## src/rtl/sci_pkg.sv

```systemverilog
package sci_pkg;
  localparam int NCMP  = 6;
  localparam int C_SIN = 0;  // sin > 0
  localparam int C_COS = 1;  // cos > 0
  localparam int C_SUM = 2;  // sin + cos > 0
  localparam int C_DIF = 3;  // cos - sin > 0
  localparam int C_TS  = 4;  // |sin| < t*|cos|
  localparam int C_TC  = 5;  // |cos| > t*|sin|
  localparam int SW    = 4;  // fine sector index width

  typedef logic [1:0] ab_t;  // {A,B}

  function automatic ab_t ab_of(input logic [1:0] q);
    case (q)
      2'd0:    return 2'b00;
      2'd1:    return 2'b10;
      2'd2:    return 2'b11;
      default: return 2'b01;
    endcase
  endfunction
endpackage

```

## src/rtl/sci_hyst_cmp.sv

```systemverilog
module sci_hyst_cmp #(
  parameter int DW   = 15,
  parameter int HYST = 8
) (
  input  logic                 clk_i,
  input  logic                 rst_ni,
  input  logic                 en_i,
  input  logic signed [DW-1:0] diff_i,
  output logic                 nxt_o
);
  localparam logic signed [DW-1:0] HP = DW'(HYST);
  localparam logic signed [DW-1:0] HN = -HP;

  logic st_q;

  always_comb begin
    if (diff_i > HP)      nxt_o = 1'b1;
    else if (diff_i < HN) nxt_o = 1'b0;
    else                  nxt_o = st_q;
  end

  always_ff @(posedge clk_i or negedge rst_ni) begin
    if (!rst_ni)   st_q <= 1'b0;
    else if (en_i) st_q <= nxt_o;
  end
endmodule

```

## src/rtl/sci_cmp_bank.sv

```systemverilog
module sci_cmp_bank
  import sci_pkg::*;
#(
  parameter int W    = 12,
  parameter int HYST = 8
) (
  input  logic                clk_i,
  input  logic                rst_ni,
  input  logic                en_i,
  input  logic signed [W-1:0] sin_i,
  input  logic signed [W-1:0] cos_i,
  output logic [NCMP-1:0]     cmp_o
);
  localparam int DW = W + 3;

  logic signed [DW-1:0] sx, cx, sa, ca, st, ct;
  logic signed [DW-1:0] diff [NCMP];

  always_comb begin
    sx = DW'(sin_i);
    cx = DW'(cos_i);
    sa = (sx < 0) ? -sx : sx;
    ca = (cx < 0) ? -cx : cx;
    // tan(22.5) ~ 0.41406 by shift-add
    st = (sa >>> 2) + (sa >>> 3) + (sa >>> 5) + (sa >>> 7);
    ct = (ca >>> 2) + (ca >>> 3) + (ca >>> 5) + (ca >>> 7);
    diff[C_SIN] = sx;
    diff[C_COS] = cx;
    diff[C_SUM] = sx + cx;
    diff[C_DIF] = cx - sx;
    diff[C_TS]  = ct - sa;
    diff[C_TC]  = ca - st;
  end

  for (genvar g = 0; g < NCMP; g++) begin : g_cmp
    sci_hyst_cmp #(.DW(DW), .HYST(HYST)) u_cmp (
      .clk_i  (clk_i),
      .rst_ni (rst_ni),
      .en_i   (en_i),
      .diff_i (diff[g]),
      .nxt_o  (cmp_o[g])
    );
  end
endmodule

```

## src/rtl/sci_sector_dec.sv

```systemverilog
module sci_sector_dec
  import sci_pkg::*;
(
  input  logic [NCMP-1:0] cmp_i,
  output logic [SW-1:0]   sec_o
);
  logic [2:0] oct;
  logic       fine;

  always_comb begin
    case ({cmp_i[C_SIN], cmp_i[C_COS]})
      2'b11:   oct = cmp_i[C_DIF] ? 3'd0 : 3'd1;
      2'b10:   oct = cmp_i[C_SUM] ? 3'd2 : 3'd3;
      2'b00:   oct = cmp_i[C_DIF] ? 3'd5 : 3'd4;
      default: oct = cmp_i[C_SUM] ? 3'd7 : 3'd6;
    endcase
    case (oct[1:0])
      2'd0:    fine = ~cmp_i[C_TS];
      2'd1:    fine = ~cmp_i[C_TC];
      2'd2:    fine =  cmp_i[C_TC];
      default: fine =  cmp_i[C_TS];
    endcase
    sec_o = {oct, fine};
  end
endmodule

```

## src/rtl/sci_quad_track.sv

```systemverilog
module sci_quad_track
  import sci_pkg::*;
(
  input  logic          clk_i,
  input  logic          rst_ni,
  input  logic          valid_i,
  input  logic          x4_i,
  input  logic          z180_i,
  input  logic          idx_i,
  input  logic [SW-1:0] sec_i,
  output logic          a_o,
  output logic          b_o,
  output logic          z_o,
  output logic          err_o,
  output logic          load_o
);
  logic [SW-1:0] sec_q, cur, prv, step, msk;
  logic          x4_q, primed_q, ok, accept, z_nx;
  logic [1:0]    qd;
  ab_t           ab_q, ab_new, ab_nx;

  always_comb begin
    msk    = x4_i ? SW'(15) : SW'(7);
    cur    = x4_i ? sec_i : {1'b0, sec_i[SW-1:1]};
    prv    = x4_i ? sec_q : {1'b0, sec_q[SW-1:1]};
    step   = (cur - prv) & msk;
    ok     = (step == '0) || (step == SW'(1)) || (step == msk);
    load_o = !primed_q || (x4_i != x4_q);
    accept = load_o || ok;
    // origin offset puts code 0 at 270 degrees in both modes
    qd     = cur[1:0] + (x4_i ? 2'd0 : 2'd2);
    ab_new = ab_of(qd);
    ab_nx  = accept ? ab_new : ab_q;
    z_nx   = idx_i & (z180_i ? ~ab_nx[0] : (~ab_nx[1] & ~ab_nx[0]));
  end

  always_ff @(posedge clk_i or negedge rst_ni) begin
    if (!rst_ni) begin
      sec_q    <= '0;
      x4_q     <= 1'b0;
      primed_q <= 1'b0;
      ab_q     <= 2'b00;
      z_o      <= 1'b0;
      err_o    <= 1'b0;
    end else if (valid_i) begin
      primed_q <= 1'b1;
      x4_q     <= x4_i;
      ab_q     <= ab_nx;
      z_o      <= z_nx;
      err_o    <= ~accept;
      if (accept) sec_q <= sec_i;
    end
  end

  assign a_o = ab_q[1];
  assign b_o = ab_q[0];
endmodule

```

## src/rtl/sincos_interp.sv

```systemverilog
module sincos_interp
  import sci_pkg::*;
#(
  parameter int W    = 12,
  parameter int HYST = 8
) (
  input  logic                clk_i,
  input  logic                rst_ni,
  input  logic                valid_i,
  input  logic signed [W-1:0] sin_i,
  input  logic signed [W-1:0] cos_i,
  input  logic                idx_raw_i,
  input  logic                x4_sel_i,
  input  logic                z180_sel_i,
  output logic                a_o,
  output logic                b_o,
  output logic                z_o,
  output logic                err_o
);
  logic [NCMP-1:0] cmp;
  logic [SW-1:0]   sec;
  logic            load;

  sci_cmp_bank #(.W(W), .HYST(HYST)) u_bank (
    .clk_i  (clk_i),
    .rst_ni (rst_ni),
    .en_i   (valid_i),
    .sin_i  (sin_i),
    .cos_i  (cos_i),
    .cmp_o  (cmp)
  );

  sci_sector_dec u_dec (
    .cmp_i (cmp),
    .sec_o (sec)
  );

  sci_quad_track u_track (
    .clk_i   (clk_i),
    .rst_ni  (rst_ni),
    .valid_i (valid_i),
    .x4_i    (x4_sel_i),
    .z180_i  (z180_sel_i),
    .idx_i   (idx_raw_i),
    .sec_i   (sec),
    .a_o     (a_o),
    .b_o     (b_o),
    .z_o     (z_o),
    .err_o   (err_o),
    .load_o  (load)
  );
endmodule

```

## config.mk

```make
export PLATFORM = sky130hd
export DESIGN_NAME = sincos_interp
export DESIGN_NICKNAME = d
export VERILOG_FILES = /design/src/rtl/sci_pkg.sv /design/src/rtl/sci_hyst_cmp.sv /design/src/rtl/sci_cmp_bank.sv /design/src/rtl/sci_sector_dec.sv /design/src/rtl/sci_quad_track.sv /design/src/rtl/sincos_interp.sv
export SDC_FILE = /design/constraint.sdc
export NUM_CORES = 1
export LEC_CHECK = 0
export CAP_MARGIN = 20
export CORE_MARGIN = 1
export CORE_UTILIZATION = 54
export CTS_CLUSTER_DIAMETER = 80
export DETAILED_ROUTE_END_ITERATION = 10
export PLACE_DENSITY = 0.74
export SLEW_MARGIN = 40
export SYNTH_ARGS = -nofsm -noshare
export SYNTH_HDL_FRONTEND = slang
export SYNTH_SLANG_ARGS = --single-unit
export TNS_END_PERCENT = 10
```

## constraint.sdc

```tcl
create_clock -name clk_i -period 11.7 [get_ports clk_i]
set_clock_uncertainty 0.1 [all_clocks]
set_input_delay 3.51 -clock clk_i [delete_from_list [all_inputs] [get_ports clk_i]]
set_output_delay 3.51 -clock clk_i [all_outputs]
set_load 0.01 [all_outputs]
```

==> results.cfg, run 1 <==
[status]
status = finished clean

[sta]
maxSlewViolCount = 0
worstMarginPinSlew_ns = 0.719
grt_setup_unrepaired = yes
fmax_ghz = 0.0863
period_share = 0.990
fin_ws_ns = 0.118
hold_viol = 0
maxSlewHeadroom = 0.519
setup_viol = 0
fin_crit_ns = 11.58

[cts]
cts.root.buffer_cell = clkbuf_16
tritoncts = yes
clock_latency_ns = 0.25
cts_buffer_depth = 2
cts_buffers = 3
ctsHoldBuffers = 0
clock_sinks = 16
clk_pin_slew_ns = 0.05
cts_max_level = 1

[logic_synthesis]
synth-edff-count = 0
synthTopCellsByArea = fa_1 18%, ha_1 16%, inv_1 7.7%
synth_common_cells = 126 x inv_1, 79 x ha_1, 55 x fa_1, 52 x nor2_1, 40 x a21oi_1
yosys_most_used_dff = dfrtp_1
synth_warnings = 0
ys_seq_elements = 16
synth_area_per_cell_um2 = 7.96
syn-cell-area_mm2 = 0.00614
async_flop_share = 1.00
synth_top_area_cell = fa_1
synth_cell_types = 74
yosysMostFrequentCell = inv_1
synth_top_area_share = 0.179
yosysSeqAreaShare = 0.0652
synthCells = 771

[drt]
route.vias.total = 6306
ant_nets = 0
drc = 0
wl_mm = 18.4
firstDrtPassIters = 5
drtIter0Drc = 370
wl_per_cell_um = 17.2
viasPerCell = 5.89

[min_path]
min_path_type = reg2reg

[setup_path]
critPathMaxFanout = 7
arrival_ns = 11.62
end_kind = flip-flop
crit_family = adder cells
worst-setup-path-type = in2reg
critPathSlowestCell = fa_1
crit_top_cell = inv_1
slowest_delay_ns = 0.51
critPathBufInv = 9
cp-start-kind = input port
cp.required_ns = 11.74

[floorplan]
dieArea_mm2 = 0.0118
ios = 34
die_w_um = 109
initial_utilization = 0.561
rows = 38
die_y_um = 109
core_area_mm2 = 0.0109

[power]
sw_frac_of_total = 0.508
pwr_density_cell_mw_per_mm2 = 226
p_comb_frac = 0.912
p_total_mw = 1.83
p_leak_nw = 3.81
ir_worst_vdd_uv = 305
pwr-share-clk = 0.041
internal_power_mw = 0.903
p_sw_mw = 0.932
p_seq_frac = 0.046

[layout]
fillers = 797
nets = 1095
antenna_cells = 0
final_layout_size_suffix_gt1_frac = 0.230
area_delta_synth_final_pct = 32.2
finalInstanceArea_mm2 = 0.00812

[grt]
grt_pass1_wl_mm = 27.7
grt_antenna_before_repair = 0
grt_pass1_vias = 6018
gr-usage-all-layers = 0.295
grt_max_degree = 17
grt.overflow.total = 0

[placed_design]
pre_cts_slack_ns = -0.602
placed_area_mm2 = 0.00744
gp_congestion = 0.920
dpl.hpwl_mm = 14.0
io_buffers = 33

[job]
maxCapViolCount = 0
## kinds of logic after synthesis
| group | Yosys count | share of synthesized area |
|---|---|---|
| AND/OR/NAND/NOR | 225 | 0.193 |
| flip-flops | 16 | 0.0652 |
| other | 2 | 0.00122 |
| XOR/XNOR | 60 | 0.0856 |
| buffers and inverters | 141 | 0.0868 |
| adder cells (fa/ha/maj) | 134 | 0.340 |
| multiplexers | 13 | 0.0224 |
| AO/OA/AOI/OAI | 180 | 0.205 |
## power by group through the flow
stage / clock network, mW / registers [mW] / logic (mW)
after global placement: 0 / 0.0845 / 1.34
final: 0.0756 / 0.0851 / 1.67
after floorplan: 0 / 0.0845 / 0.958
after CTS: 0.0762 / 0.0844 / 1.43
after detailed placement: 0 / 0.0851 / 1.39
after global routing: 0.0775 / 0.0872 / 1.85
## worst paths after layout
check	startpoint	endpoint	slack, ns	depth (start not counted)
min in group asynchronous	rst_ni	u_track.primed_q$_DFFE_PN0P_	3.07	1
hold reg to reg	u_track.primed_q$_DFFE_PN0P_	u_track.primed_q$_DFFE_PN0P_	0.38	1
max in group asynchronous	rst_ni	u_bank.g_cmp[0].u_cmp.st_q$_DFFE_PN0P_	8.14	1
setup reg to reg	u_bank.g_cmp[1].u_cmp.st_q$_DFFE_PN0P_	u_track.sec_q[0]$_DFFE_PN0P_	6.66	22
hold / removal	u_track.primed_q$_DFFE_PN0P_	u_track.primed_q$_DFFE_PN0P_	0.38	1
setup / recovery	cos_i[2]	u_track.sec_q[0]$_DFFE_PN0P_	0.12	38
## routing by layer
| metal | up-vias | global-route usage | routed length (um) |
|---|---|---|---|
| met4 | 0 | 0.0734 | 357 |
| met5 | - | 0 | 0 |
| met2 | 202 | 0.507 | 9010 |
| met3 | 37 | 0.0191 | 881 |
| li1 | 3007 | - | - |
| met1 | 3060 | 0.403 | 8200 |
## registers in the layout, summed over array words and instances, names as in the netlist
| name | cells |
|---|---|
| u_track.z_o | 1 |
| u_track.x4_q | 1 |
| u_track.sec_q | 4 |
| u_track.primed_q | 1 |
| u_track.err_o | 1 |
| u_bank.g_cmp.u_cmp.st_q | 6 |
| u_track.ab_q | 2 |
## layout make-up
| cell class | count | area [um^2] | share of cell area |
|---|---|---|---|
| flip-flops and latches | 16 | 400 | 0.0493 |
| multi-input cells | 638 | 5800 | 0.715 |
| repair buffers | 146 | 1180 | 0.145 |
| clock buffers | 4 | 88.8 | 0.0109 |
| inverters | 126 | 473 | 0.0583 |
| well taps | 140 | 175 | 0.0216 |
## metrics by stage
stage	TNS [ns]	instances	hold slack (ns)	utilization
finish	0	1070	0.384	0.742
global route	-0.891	1070	0.389	0.742
CTS	0	1061	0.379	0.695
detailed placement	-3.73	1055	0.366	0.680
global placement	-1.31	1055	0.355	0.680
floorplan	0	795	0.340	-
## cell usage in the layout (no fill, tap or decap), types with 7 or more instances in the layout
cell / instances
a211oi_1: 9
a21oi_1: 37
buf_4: 113
clkdlybuf4s50_1: 30
conb_1: 26
dfrtp_1: 16
fa_1: 52
ha_1: 75
inv_1: 119
inv_2: 7
nand2_1: 35
nand2b_1: 14
nand3_1: 15
nand4_1: 13
nor2_1: 52
nor3_1: 21
nor4_1: 14
o211ai_1: 7
o21ai_0: 25
xnor2_1: 29
xor2_1: 22
## what timing repair did
item | CTS | global route
pin swaps | 3 | 38
gates resized for setup | 14 | 90
endpoints found under the hold margin | 0 | 0
buffers inserted | 2 | 9
setup endpoints to repair | 8 | 8
Note: power is estimated with default switching activity, not from simulation.
==> run 2, diff against run 1 <==
- CAP_MARGIN: 20 -> unset
==> results of run 2 <==
Final layout, timing and power as in run 1 (identical DEF).
==> run 3, diff against run 2 <==
- CAP_MARGIN: unset -> 0
- SLEW_MARGIN: 40 -> 10
==> run 3 against run 2 <==
Fmax rose by 0.13%; first-iteration DRC count did not move; largest power group unchanged; critical endpoint unchanged; critical path type unchanged; count of clock-buffer cells in the layout did not move.
==> results.cfg, run 3 (synthesis gave the netlist of run 1 again) <==
[setup_path]
reg2reg_slack_ns = 6.65
cp.required_ns = 11.74
worst-setup-path-type = in2reg
critPathBufInv = 7
cp-start-kind = input port
critPathSlowestCell = fa_1
crit_family = adder cells
arrival_ns = 11.60
slowest_delay_ns = 0.51
critPathMaxFanout = 7
end_kind = flip-flop
crit_top_cell = inv_1

[cts]
clock_sinks = 16
tritoncts = yes
cts.root.buffer_cell = clkbuf_16
clk_pin_slew_ns = 0.05
cts_buffers = 3
clock_latency_ns = 0.25
cts_max_level = 1
cts_buffer_depth = 2
ctsHoldBuffers = 0

[placed_design]
pre_cts_slack_ns = -0.602
io_buffers = 33
dp_cells = 1055
gp_congestion = 0.920
dpl.hpwl_mm = 14.0

[layout]
register_area_um2 = 400
layout_common_cells = 119 x inv_1, 113 x buf_4, 75 x ha_1
multi_input_area_mm2 = 0.00580
top_register = u_bank.g_cmp.u_cmp.st_q
fillers = 796
final_layout_size_suffix_gt1_frac = 0.229
top_regs = u_bank.g_cmp.u_cmp.st_q: 6 flops, u_track.sec_q: 4 flops, u_track.ab_q: 2 flops
antenna_cells = 0
largest_register_ffs = 6
area_delta_synth_final_pct = 32.3
layout_commonest_cell = inv_1
fin_cells = 1070
nets = 1095

[grt]
gr-usage-all-layers = 0.295
grt_pass1_wl_mm = 27.7
grt_pass1_vias = 6018
grt.overflow.total = 0
grt_max_degree = 17
grt_antenna_before_repair = 0

[drt]
wl_per_cell_um = 17.2
viasPerCell = 5.90
route.vias.total = 6311
firstDrtPassIters = 6
drtIter0Drc = 370
wl_mm = 18.4
ant_nets = 0
drc = 0

[sta]
worstMarginPinSlew_ns = 0.779
grt_setup_unrepaired = yes
fmax_ghz = 0.0865
hold_viol = 0
setup_viol = 0
fin_hold_ws_ns = 0.384
maxSlewHeadroom = 0.479
fin_ws_ns = 0.133
fin_crit_ns = 11.57
maxSlewViolCount = 0
period_share = 0.989

[floorplan]
initial_utilization = 0.561
die_w_um = 109
dieArea_mm2 = 0.0118
die_y_um = 109
rows = 38
core_area_mm2 = 0.0109
ios = 34

[min_path]
min_path_type = reg2reg

[power]
p_leak_nw = 3.81
pwr_density_cell_mw_per_mm2 = 226
ir_worst_vdd_uv = 305

[job]
maxCapViolCount = 0

[status]
status = finished clean
-- run 3: changes by cell type in the layout (fill, tap and decap cells not counted) --
| cell | previous run | this run |
|---|---|---|
| buf_2 | 1 | 0 |
| clkdlybuf4s50_1 | 30 | 31 |
-- run 3: layout make-up --
class	count	share of cell area
multi-input combinational	638	0.714
timing repair buffer	146	0.146
inverter	126	0.0582
sequential	16	0.0493
tap	140	0.0216
clock buffer	4	0.0109
-- run 3: worst register-to-register path, stage by stage (launching register included) --
cell and delay, ns:
dfrtp_1 0.44, a21oi_1 0.14, a21oi_1 0.10, a41oi_1 0.41, inv_1 0.14, ha_1 0.29
nand2b_1 0.17, mux2_2 0.27, nand2_1 0.23, o211ai_1 0.19, a21oi_2 0.19, a221o_1 0.15
ha_2 0.18, inv_2 0.04, fa_2 0.37, xnor2_2 0.18, and2_4 0.18, nor3_2 0.11
a21oi_1 0.07, a2111oi_2 0.36, nand2b_4 0.24, nor2_1 0.08, a221o_1 0.30
-- run 3: layer usage --
layer / vias to the layer above / share of wire / GRT usage
met3: 37 / 0.048 / 0.0191
met1: 3058 / 0.44 / 0.403
met4: 0 / 0.019 / 0.0734
met5: - / 0 / 0
met2: 208 / 0.49 / 0.507
li1: 3008 / - / -
-- run 3: through the flow --
step / util / area, um^2 / TNS, ns / total power, mW
6_report: 0.743 / 8120 / 0 / 1.83
5_1_grt: 0.743 / 8120 / -0.891 / 2.01
4_1_cts: 0.695 / 7600 / 0 / 1.59
3_5_place_dp: 0.680 / 7440 / -3.73 / 1.48
3_3_place_gp: 0.680 / 7440 / -1.31 / 1.43
2_1_floorplan: - / 6230 / 0 / 1.04
-- run 3: power by group --
| part | leakage, nW | internal (mW) | total (mW) | switching, mW |
|---|---|---|---|---|
| Sequential | 0.189 | 0.0723 | 0.0852 | 0.0129 |
| Combinational | 3.58 | 0.778 | 1.67 | 0.896 |
| Clock | 0.0442 | 0.0521 | 0.0756 | 0.0235 |
-- run 3: path summary, 6_finish.rpt --
check,from,end,cells past startpoint
setup / recovery,cos_i[2],u_track.sec_q[0]$_DFFE_PN0P_,35
hold / removal,u_track.primed_q$_DFFE_PN0P_,u_track.primed_q$_DFFE_PN0P_,1
setup reg to reg,u_bank.g_cmp[1].u_cmp.st_q$_DFFE_PN0P_,u_track.sec_q[0]$_DFFE_PN0P_,22
hold reg to reg,u_track.primed_q$_DFFE_PN0P_,u_track.primed_q$_DFFE_PN0P_,1
max in group asynchronous,rst_ni,u_bank.g_cmp[0].u_cmp.st_q$_DFFE_PN0P_,1
min in group asynchronous,rst_ni,u_track.primed_q$_DFFE_PN0P_,1
-- run 3: timing repair --
item                                    in CTS  in global routing
setup buffers                                2                  9
cloned                                       0                  0
resized for setup                           14                 90
endpoints found under the setup margin       8                  8
pin swaps                                    3                 38
